## src/rtl/burst_seq_pkg.sv

```systemverilog
package burst_seq_pkg;

  typedef struct packed {
    logic load;
    logic advance;
  } seqStrobe_t;

  typedef enum logic {
    SEQ_IDLE = 1'b0,
    SEQ_RUN  = 1'b1
  } seqState_t;

endpackage

```

## src/rtl/burst_len_decode.sv

```systemverilog
module burst_len_decode #(
  parameter int MIN_LEN_LOG2 = 2,
  localparam int MASK_W = MIN_LEN_LOG2 + 2
) (
  input  logic [1:0]        pageLen,
  input  logic              isWrite,
  input  logic              isSync,
  input  logic              readMultiEn,
  input  logic              writeMultiEn,
  output logic [MASK_W-1:0] groupMask
);

  logic multiOk;

  // Bursting needs a synchronous access, a page length, and the matching enable.
  assign multiOk = isSync && (pageLen != 2'd0) &&
                   (isWrite ? writeMultiEn : readMultiEn);

  // Code k gives log2(length) = MIN_LEN_LOG2 - 1 + k; the mask is length - 1.
  for (genvar g = 0; g < MASK_W; g++) begin : g_maskBit
    assign groupMask[g] = multiOk && ((int'(pageLen) + MIN_LEN_LOG2 - 1) > g);
  end

endmodule

```

## src/rtl/seq_datapath.sv

```systemverilog
module seq_datapath
  import burst_seq_pkg::*;
#(
  parameter int ADDR_W = 24,
  parameter int MASK_W = 4
) (
  input  logic              clk,
  input  logic              rstN,
  input  seqStrobe_t        strobe,
  input  logic [ADDR_W-1:0] startAddr,
  input  logic              wrapEn,
  input  logic [MASK_W-1:0] groupMask,
  output logic [ADDR_W-1:0] beatAddr,
  output logic              crossPending
);

  localparam int PAD_W = ADDR_W - MASK_W;

  logic [ADDR_W-1:0] curAddr;
  logic [ADDR_W-1:0] nextAddr;
  logic [ADDR_W-1:0] maskExt;
  logic [ADDR_W-1:0] incAddr;
  logic [MASK_W-1:0] maskR;
  logic              wrapR;

  assign maskExt = {{PAD_W{1'b0}}, maskR};
  assign incAddr = curAddr + ADDR_W'(1);

  always_comb begin
    if (wrapR) nextAddr = (curAddr & ~maskExt) | (incAddr & maskExt);
    else       nextAddr = incAddr;
  end

  // The next step leaves the group only in linear mode at the last word of a group.
  assign crossPending = !wrapR && (maskR != '0) && ((curAddr & maskExt) == maskExt);

  always_ff @(posedge clk) begin
    if (!rstN) begin
      curAddr <= '0;
      maskR   <= '0;
      wrapR   <= 1'b0;
    end else if (strobe.load) begin
      curAddr <= startAddr;
      maskR   <= groupMask;
      wrapR   <= wrapEn;
    end else if (strobe.advance) begin
      curAddr <= nextAddr;
    end
  end

  assign beatAddr = curAddr;

  p_wrap_in_group_r3: assert property (@(posedge clk) disable iff (!rstN)
    (strobe.advance && !strobe.load && wrapR) |=>
      ((curAddr & ~maskExt) == $past(curAddr & ~maskExt)));

  p_linear_step_r4: assert property (@(posedge clk) disable iff (!rstN)
    (strobe.advance && !strobe.load && !wrapR) |=>
      (curAddr == $past(curAddr) + ADDR_W'(1)));

  p_hold_addr_r6: assert property (@(posedge clk) disable iff (!rstN)
    (!strobe.load && !strobe.advance) |=> $stable(curAddr));

endmodule

```

## src/rtl/seq_ctrl.sv

```systemverilog
module seq_ctrl
  import burst_seq_pkg::*;
#(
  parameter int MASK_W = 4
) (
  input  logic              clk,
  input  logic              rstN,
  input  logic              startStrobe,
  input  logic [MASK_W-1:0] groupMask,
  input  logic              crossPending,
  input  logic              devWait,
  output seqStrobe_t        strobe,
  output logic              beatValid,
  output logic              burstDone
);

  seqState_t         state;
  logic [MASK_W-1:0] beatsLeft;
  logic              moreBeats;
  logic              stallNow;

  assign moreBeats = (state == SEQ_RUN) && (beatsLeft != '0);
  assign stallNow  = crossPending && devWait;

  always_comb begin
    strobe         = '0;
    strobe.load    = startStrobe && (state == SEQ_IDLE);
    strobe.advance = moreBeats && !stallNow;
  end

  always_ff @(posedge clk) begin
    if (!rstN) begin
      state     <= SEQ_IDLE;
      beatsLeft <= '0;
      beatValid <= 1'b0;
      burstDone <= 1'b0;
    end else begin
      beatValid <= 1'b0;
      burstDone <= 1'b0;
      if (strobe.load) begin
        state     <= SEQ_RUN;
        beatsLeft <= groupMask;   // beats - 1 equals the group mask
        beatValid <= 1'b1;
      end else if (state == SEQ_RUN) begin
        if (beatsLeft == '0) begin
          state     <= SEQ_IDLE;
          burstDone <= 1'b1;
        end else if (strobe.advance) begin
          beatsLeft <= beatsLeft - MASK_W'(1);
          beatValid <= 1'b1;
        end
      end
    end
  end

  p_valid_done_excl_r10: assert property (@(posedge clk) disable iff (!rstN)
    !(beatValid && burstDone));

  p_done_single_r10: assert property (@(posedge clk) disable iff (!rstN)
    burstDone |=> !burstDone);

  p_start_ignored_r11: assert property (@(posedge clk) disable iff (!rstN)
    (moreBeats && startStrobe) |=> (state == SEQ_RUN));

  p_wait_stalls_r6: assert property (@(posedge clk) disable iff (!rstN)
    (moreBeats && crossPending && devWait) |=> !beatValid);

endmodule

```

## src/rtl/burst_addr_seq.sv

```systemverilog
module burst_addr_seq
  import burst_seq_pkg::*;
#(
  parameter int ADDR_W       = 24,
  parameter int MIN_LEN_LOG2 = 2
) (
  input  logic              clk,
  input  logic              rstN,
  input  logic              startStrobe,
  input  logic [ADDR_W-1:0] startAddr,
  input  logic              isWrite,
  input  logic              isSync,
  input  logic              wrapEn,
  input  logic              readMultiEn,
  input  logic              writeMultiEn,
  input  logic [1:0]        pageLen,
  input  logic              devWait,
  output logic [ADDR_W-1:0] beatAddr,
  output logic              beatValid,
  output logic              burstDone
);

  localparam int MASK_W = MIN_LEN_LOG2 + 2;

  seqStrobe_t        strobe;
  logic [MASK_W-1:0] groupMask;
  logic              crossPending;

  burst_len_decode #(.MIN_LEN_LOG2(MIN_LEN_LOG2)) u_decode (
    .pageLen     (pageLen),
    .isWrite     (isWrite),
    .isSync      (isSync),
    .readMultiEn (readMultiEn),
    .writeMultiEn(writeMultiEn),
    .groupMask   (groupMask)
  );

  seq_ctrl #(.MASK_W(MASK_W)) u_ctrl (
    .clk         (clk),
    .rstN        (rstN),
    .startStrobe (startStrobe),
    .groupMask   (groupMask),
    .crossPending(crossPending),
    .devWait     (devWait),
    .strobe      (strobe),
    .beatValid   (beatValid),
    .burstDone   (burstDone)
  );

  seq_datapath #(.ADDR_W(ADDR_W), .MASK_W(MASK_W)) u_path (
    .clk         (clk),
    .rstN        (rstN),
    .strobe      (strobe),
    .startAddr   (startAddr),
    .wrapEn      (wrapEn),
    .groupMask   (groupMask),
    .beatAddr    (beatAddr),
    .crossPending(crossPending)
  );

endmodule

```

## config.mk

```make
export PLATFORM = sky130hd
export DESIGN_NAME = burst_addr_seq
export DESIGN_NICKNAME = d
export VERILOG_FILES = /design/src/rtl/burst_seq_pkg.sv /design/src/rtl/burst_len_decode.sv /design/src/rtl/seq_datapath.sv /design/src/rtl/seq_ctrl.sv /design/src/rtl/burst_addr_seq.sv
export SDC_FILE = /design/constraint.sdc
export NUM_CORES = 1
export LEC_CHECK = 0
export BUFFER_PORTS_ARGS = -buffer_cell sky130_fd_sc_hd__buf_4
export CAP_MARGIN = 20
export CORE_ASPECT_RATIO = 0.9
export CORE_MARGIN = 2
export CORE_UTILIZATION = 41
export DETAILED_ROUTE_END_ITERATION = 12
export PLACE_DENSITY = 0.73
export SLEW_MARGIN = 20
export SYNTH_ARGS = -nofsm -noshare
export SYNTH_HDL_FRONTEND = slang
export SYNTH_SLANG_ARGS = --single-unit
```

## constraint.sdc

```tcl
create_clock -name clk -period 5.05 [get_ports clk]
set_input_delay 1.01 -clock clk [delete_from_list [all_inputs] [get_ports clk]]
set_output_delay 1.01 -clock clk [all_outputs]
set_load 0.01 [all_outputs]
```

# Yosys cells after proc, flatten, opt, wreduce, memory -nomap -nowiden
# Cells that the tools add are included.
[classes]
n_lt_le_gt_ge = 4
bitwise_logic = 7
n_addsub = 4
mux = 16
eq_ne = 2
n_reduce_logical = 22
[ops]
columns = ["operator", "n"]
rows = [
  ["two-way mux 24 bit", 3],
  ["greater-than comparator 32 x 3 -> 1 bit (second input constant)", 2],
  ["AND 24 x 4 -> 24 bit", 2],
  ["greater-than comparator 32 x 1 -> 1 bit (second input constant)", 1],
  ["greater-than comparator 32 x 2 -> 1 bit (second input constant)", 1],
  ["subtractor 32 x 2 -> 32 bit (second input constant)", 1],
  ["adder 24 x 1 -> 24 bit (second input constant)", 1],
  ["AND 24 bit", 1],
  ["equality test 24 x 4 -> 1 bit", 1],
  ["NOT 4 -> 24 bit", 1],
  ["bitwise OR 24 bit", 1],
  ["two-way mux 4 bit", 4],
  ["logical AND 1 bit", 12],
  ["two-way mux 1 bit", 9],
  ["nonzero test 4 bit", 2],
  ["nonzero test 2 bit", 3],
  ["zero test 4 bit", 1],
  ["subtractor 4 x 1 -> 4 bit (second input constant)", 1],
  ["adder 2 x 2 -> 3 bit (second input constant)", 1],
  ["AND reduction 3 bit", 1],
  ["OR reduction 3 bit", 1],
  ["zero test 1 bit", 2],
  ["inequality test 2 bit (second input constant)", 1],
  ["NOT 1 bit", 2],
]
[totals]
input_bits = 35
word_cells = 62
out_inout_bits = 26
ff_bits = 36

# Longest topological paths before layout
# Gate-level depths: netlist of the first run.
[depth]
depth_word = 10
depth_mapped = 8
ltp_nobuf = 7

# Cells and area by module
# A second synthesis of the first run with hierarchy kept.
[unflattened]
hier_cells = 272
area_unflattened_um2 = 2158.3
[by_module_without_submodules]
columns = ["mod", "seq_area_each_um2", "area_per_inst_um2", "instances", "cells_each"]
rows = [
  ["seq_datapath", 580.6, 1757.9, 1, 222],
  ["seq_ctrl", 140.1, 357.8, 1, 42],
  ["burst_len_decode", 0.0, 42.5, 1, 8],
]

# Worst setup path before layout of the first run
# Ideal clock, no wire load.
[synth_timing]
path_type = "input-to-reg"
start = "input startStrobe"
end = "register u_ctrl.beatsLeft[3]"
arrival_ps = 2117
setup_slack_ps = 2875
t_required_ps = 4992
path_stages = 6
setup_ps = 58
cell_sequence = "nor2b_1 > clkbuf_1 > clkbuf_1 > nor2_1 > a21oi_1 > o211a_1"
[synth_between]
elab_chain_len = 3
[synth_rtl]
columns = ["item", "line", "rtl"]
rows = [
  ["start, declared", "burst_addr_seq.sv:9", "input logic startStrobe,"],
  ["logical AND 1 bit *", "seq_ctrl.sv:27", "strobe.load = startStrobe && (state == SEQ_IDLE);"],
  ["inequality test 2 bit (no source line) / nonzero test 2 bit (equally long branches)", "-", ""],
  ["AND reduction 3 bit (no source line)", "-", ""],
  ["end signal, assigned", "seq_ctrl.sv:42", "beatsLeft <= groupMask;"],
  ["end signal, assigned", "seq_ctrl.sv:49", "beatsLeft <= beatsLeft - MASK_W'(1);"],
  ["end, declared", "seq_ctrl.sv:18", "logic [MASK_W-1:0] beatsLeft;"],
]
# Every way passes the cells marked *; elsewhere a longest branch is shown, timed or not.
# A chain may end at the register's enable or synchronous reset.

# Final worst setup path of the first run
[layout_timing]
start = "input startStrobe"
end = "register u_path.curAddr[21], in the netlist u_path.beatAddr[21]"
[layout_between]
elab_chain_len = 2
[layout_rtl]
columns = ["item", "line", "rtl"]
rows = [
  ["logical AND 1 bit *", "seq_ctrl.sv:27", ""],
  ["two-way mux 24 bit / nonzero test 2 bit (equally long branches)", "-", ""],
  ["end signal, assigned", "seq_datapath.sv:43", "curAddr <= startAddr;"],
  ["end signal, assigned", "seq_datapath.sv:47", "curAddr <= nextAddr;"],
  ["end, declared", "seq_datapath.sv:19", "logic [ADDR_W-1:0] curAddr;"],
]
# Marks and branches as above.

==> results of run 1 <==
## tightest hold or removal path: stages, from the launching register on
cell and delay [ns]:
dfxtp_1 0.33, nand2_1 0.06, a21oi_1 0.05
## layout make-up
cell class	count	area, um^2	share of cell area (%)
clock buffer	6	72.6	2.64
clock inverter	2	35.0	1.27
inverter	10	37.5	1.37
multi-input combinational	215	1340	48.8
sequential	36	721	26.2
tap	67	83.8	3.05
timing repair buffer	61	458	16.7
## layout by cell type, fill, tap and decap left out, drive strengths merged, types with 3 or more instances in the layout
| master | count |
|---|---|
| buf | 61 |
| dfxtp | 36 |
| nand2 | 32 |
| o21ai | 25 |
| nor2 | 23 |
| a21oi | 23 |
| inv | 9 |
| nand3 | 9 |
| and3 | 8 |
| a31oi | 7 |
| nand4 | 7 |
| nor4 | 7 |
| o21a | 6 |
| nor3 | 6 |
| clkbuf | 6 |
| o211ai | 5 |
| o22ai | 4 |
| a221oi | 4 |
| o211a | 3 |
| ha | 3 |
| or3 | 3 |
## where the power goes
group | switching (mW) | leakage, nW | total [mW] | internal, mW
sequential | 0.0335 | 0.296 | 0.340 | 0.306
combinational | 0.0979 | 0.740 | 0.181 | 0.0836
clock | 0.106 | 0.0552 | 0.253 | 0.147
total | 0.237 | 1.09 | 0.774 | 0.537
## metrics by stage
step | area (um^2) | cells | util [%] | setup WS [ns] | total power [mW]
6_report | 2750 | 397 | 53.3 | 2.31 | 0.774
3_3_place_gp | 2640 | 389 | 51.2 | 2.12 | 0.523
2_1_floorplan | 2160 | 275 | - | 2.88 | 0.453
5_1_grt | 2750 | 397 | 53.3 | 2.17 | 0.815
3_5_place_dp | 2640 | 389 | 51.2 | 2.04 | 0.526
4_1_cts | 2750 | 397 | 53.3 | 2.35 | 0.779
## flip-flops by register name, summed over array words and instances (netlist names), named ones only
signal,cells
u_path.beatAddr,21
u_ctrl.beatsLeft,4
u_path.maskR,4
u_ctrl.beatValid,1
u_ctrl.burstDone,1
u_ctrl.state,1
u_path.wrapR,1
## path summary, 6_finish.rpt
| check | from | end | slack [ns] | cells past startpoint |
|---|---|---|---|---|
| max reg2reg | u_ctrl.state$_SDFF_PN0_ | u_path.beatAddr[21]$_SDFFE_PN0P_ | 2.53 | 5 |
| max | startStrobe | u_path.beatAddr[21]$_SDFFE_PN0P_ | 2.31 | 6 |
| min | u_path.maskR[0]$_SDFFE_PN0P_ | u_path.maskR[0]$_SDFFE_PN0P_ | 0.48 | 2 |
| min reg2reg | u_path.maskR[0]$_SDFFE_PN0P_ | u_path.maskR[0]$_SDFFE_PN0P_ | 0.48 | 2 |
## cell families (layout without fill, tap and decap cells)
logic type | count (synthesis) | in the layout | synth area share (%)
mux | 1 | 1 | 0.520
buf+inv | 24 | 79 | 4.80
compound gates | 101 | 101 | 32.5
flops | 36 | 36 | 33.3
xor+xnor | 1 | 1 | 0.405
fa+ha+maj | 3 | 3 | 1.74
simple gates | 109 | 109 | 26.7
## per-layer routing
layer	up-vias	part of all wire, %	track usage (%)
met5	-	0	0
li1	1153	-	-
met4	0	1.2	6.97
met2	80	44	32.4
met3	7	6.8	3.84
met1	1043	48	31.0
==> flow_summary.toml, run 1 <==
[yosys]
ys_warn_count = 0
synth_top_area_share_pct = 33.3
synth_fp_nets = 313
synth_cell_types = 65
yosysMostFrequentCell = "dfxtp_1"
syn_area_um2 = 2160
synth_commonest_cells = "dfxtp_1 (36), nand2_1 (32), nor2_1 (23), a21oi_1 (22), o21ai_1 (13)"
synth_cells = 275
synth_edf_count = 0
synthArstFlopShare_pct = 0
synth-seq-cells = 36
synth_ff_type = "dfxtp_1"
ys_seq_area_share_pct = 33.3
synth.largest_area_cell = "dfxtp_1"
synthTopCellsByArea = "dfxtp_1 (33%), nand2_1 (5.6%), a21oi_1 (5.1%)"
synth.avg_cell_area_um2 = 7.87

[clocking]
clk_path_buf_depth = 2
clk_pin_slew_ns = 0.07
cts_resized = 0
cts_root_buffer = "clkbuf_8"
numCtsBuffers = 5
post_cts_buffers = 0
cts_sinks = 36
cts_tree = "done"
clock_latency_ns = 0.30
hold_buffers = 0
ctsHtreeMaxLevel = 2

[pwr]
ir_drop_mv = 0.120
p_per_area_nw_per_um2 = 282
leakagePower_nw = 1.09

[setup_path]
cp_slowest_cell = "nand2_1"
crit_arrival_ns = 2.96
criticalPathCategory = "primary input to flip-flop"
cp-end-kind = "flip-flop"
crit_required_ns = 5.27
slowest_delay_ns = 0.59
worst-path-buf-inv = 1
crit_chain = "buf_4 -> nand2b_1 -> nand2_1 -> nor4_1 -> a22oi_1 -> o22ai_1"
cpLargestDelayFamily = "simple AND/OR/NAND/NOR gates"
start_kind = "primary input"
cp_max_fo = 22

[layout]
n_antenna_cell = 0
drive_above_1_share_pct = 25.2
syn_to_final_growth_pct = 27.1
finish.net_count = 367
nFillCells = 498

[sta]
slew_headroom_pct = 32.6
hold_viol = 0
holdWs_ns = 0.484
rsz0062_at_grt = "false"
tightest_slew_ns = 1.01
fin_crit_ns = 2.74
finalMaxSlewViolations = 0
tns_ns = 0
setup_viol = 0
period_share_pct = 54.2
timing.fmax_mhz = 366
clock_skew_ns = 0.0116

[drt]
drt-total-wl_um = 6090
drtPass1Iterations = 4
initialDrtViolationCount = 150
drcViolationCount = 0
via_per_inst = 5.75
routedWlPerCell_um = 15.3
ant_nets = 0
num_vias = 2283

[global_route]
grt_pass1_vias = 2071
antenna_found_initial = 0
grt_pass1_wl_um = 9940
overflow = 0
grt_usage_pct = 21.5
grt_max_degree = 32

[floorplan]
die_h_um = 72.9
die_area_um2 = 5870
die_w_um = 80.6
start_util_pct = 41.9
io_pins = 61
rows = 25
core-area_um2 = 5160

[place]
port_buffers = 60
dp_hpwl_um = 4270
place.gp.congestion = 0.895

[worst_hold_path]
hold_path.class = "flip-flop to flip-flop"

[run_status]
run_status = "completed"

[job]
drv_cap = 0
Note: power is estimated with default switching activity, not from simulation.
==> inputs of run 2 (changes only) <==
clock period = 2.76 ns   (was 5.05 ns; I/O delays follow)
==> flow_summary.toml, run 2 (synthesis gave the netlist of run 1 again) <==
[run_status]
run_status = "completed"

[pwr]
swShare_pct = 32.4
power.internal_mw = 0.923
ir_drop_mv = 0.222
power_frac_comb_pct = 25.0
pwr-share-seq_pct = 45.5
leakagePower_nw = 1.11
net-switching-power_mw = 0.443
power_mw = 1.37
p_clk_share_pct = 29.5
p_per_area_nw_per_um2 = 493

[drt]
num_vias = 2345
drtPass1Iterations = 4
routedWlPerCell_um = 15.5
drcViolationCount = 0
drt-total-wl_um = 6240
ant_nets = 0
via_per_inst = 5.83
initialDrtViolationCount = 238

[sta]
fin_crit_ns = 2.24
period_share_pct = 81.1
slew_headroom_pct = 59.4
tns_ns = 0
finalMaxSlewViolations = 0
holdWs_ns = 0.486
setup_viol = 0
timing.fmax_mhz = 447
hold_viol = 0
rsz0062_at_grt = "false"
tightest_slew_ns = 0.607
clock_skew_ns = 0.0136

[setup_path]
crit_chain = "inv_1 -> ha_1 -> or3b_1 -> a31oi_1 -> a21o_1 -> o41ai_2 -> o21a_1"
cp_max_fo = 12
r2r_setup_slack_ns = 0.52
start_kind = "flip-flop"
crit_arrival_ns = 2.43
cp-end-kind = "flip-flop"
reg2reg_to = "u_path.beatAddr[5]$_SDFFE_PN0P_"
cpLargestDelayFamily = "compound AO/OA/AOI/OAI gates"
slowest_delay_ns = 0.45
criticalPathCategory = "flip-flop to flip-flop"
cp_slowest_cell = "or3b_1"
timing.rr.start = "u_ctrl.beatsLeft[0]$_SDFFE_PN0P_"
r2r_cells = 7
worst-path-buf-inv = 1
crit_required_ns = 2.96

[worst_hold_path]
hold_path.class = "flip-flop to flip-flop"
whs_endpoint = "u_path.maskR[0]$_SDFFE_PN0P_"
hold_start = "u_path.maskR[0]$_SDFFE_PN0P_"
holdPathStages = 2

[layout]
stdcell_area_um2 = 2770
n_antenna_cell = 0
fin_util_pct = 53.6
syn_to_final_growth_pct = 28.0
largest_reg_flops = 21
mostFrequentLayoutCells = "buf_4 (66), dfxtp_1 (36), nand2_1 (32)"
final_common_cell = "buf_4"
nFillCells = 512
drive_above_1_share_pct = 26.0
finish.net_count = 372

[place]
dp_hpwl_um = 4470
placed_area_um2 = 2680
place.gp.congestion = 0.904
port_buffers = 60

[clocking]
cts_sinks = 36
post_cts_buffers = 0
numCtsBuffers = 5
clock_latency_ns = 0.30
cts_root_buffer = "clkbuf_8"
ctsHtreeMaxLevel = 2
hold_buffers = 0
clk_path_buf_depth = 2
cts_tree = "done"
cts_resized = 0
clk_pin_slew_ns = 0.07

[floorplan]
die_w_um = 80.6
rows = 25
die_area_um2 = 5870
die_h_um = 72.9
core-area_um2 = 5160
start_util_pct = 41.9
io_pins = 61

[global_route]
antenna_found_initial = 0
grt_pass1_wl_um = 10300
overflow = 0
grt_max_degree = 19
grt_pass1_vias = 2115
grt_usage_pct = 22.3

[job]
drv_cap = 0
-- run 2: cell types whose count changed in the layout (fill, tap and decap cells not counted), sizes merged --
| cell | before | now |
|---|---|---|
| bufinv | 1 | 0 |
| clkinv | 2 | 1 |
| clkbuf | 6 | 8 |
| buf | 61 | 66 |
-- run 2: worst max-delay path by stage --
stage,from,endpoint,slack [ns],cells past startpoint
after detailed placement,u_ctrl.beatsLeft[0]$_SDFFE_PN0P_,u_path.beatAddr[5]$_SDFFE_PN0P_,0.55,7
after global placement,u_ctrl.beatsLeft[0]$_SDFFE_PN0P_,u_path.beatAddr[5]$_SDFFE_PN0P_,0.64,7
after global routing,flip-flop,u_path.beatAddr[18]$_SDFFE_PN0P_,0.33,6
final,u_ctrl.beatsLeft[0]$_SDFFE_PN0P_,u_path.beatAddr[5]$_SDFFE_PN0P_,0.52,7
after CTS,u_ctrl.beatsLeft[0]$_SDFFE_PN0P_,u_path.beatAddr[5]$_SDFFE_PN0P_,0.54,7
after floorplan,u_ctrl.beatsLeft[0]$_SDFFE_PN0P_,u_path.beatAddr[9]$_SDFFE_PN0P_,0.92,8
-- run 2: tightest hold or removal path, cell delays in order, from the launching register on --
cell and delay (ns):
dfxtp_1 0.33, nand2_1 0.06, a21oi_1 0.05
-- run 2: layout make-up --
| cell class | instances | area [um^2] | area share [%] |
|---|---|---|---|
| multi-input combinational | 215 | 1340 | 48.4 |
| tap | 67 | 83.8 | 3.03 |
| clock buffer | 8 | 90.1 | 3.25 |
| timing repair buffer | 66 | 495 | 17.9 |
| inverter | 10 | 37.5 | 1.36 |
| sequential | 36 | 721 | 26.0 |
-- run 2: layer usage --
metal  GRT usage, %  up-vias  part of all wire [%]
li1               -     1162                     -
met1           32.5     1080                    45
met2           33.1       95                    45
met3           4.21        8                   7.7
met4           7.16        0                   1.5
met5              0        -                     0
-- run 2: metrics by stage --
stage / cells / setup slack [ns]
2_1_floorplan: 275 / 0.917
3_3_place_gp: 394 / 0.635
3_5_place_dp: 394 / 0.554
4_1_cts: 402 / 0.542
5_1_grt: 402 / 0.331
6_report: 402 / 0.523
-- run 2: power groups by stage --
stage	combinational (mW)	clock (mW)	sequential (mW)
after floorplan	0.202	0	0.627
after global placement	0.333	0	0.630
after detailed placement	0.338	0	0.632
after CTS	0.341	0.405	0.620
after global routing	0.379	0.426	0.629
final	0.341	0.403	0.622
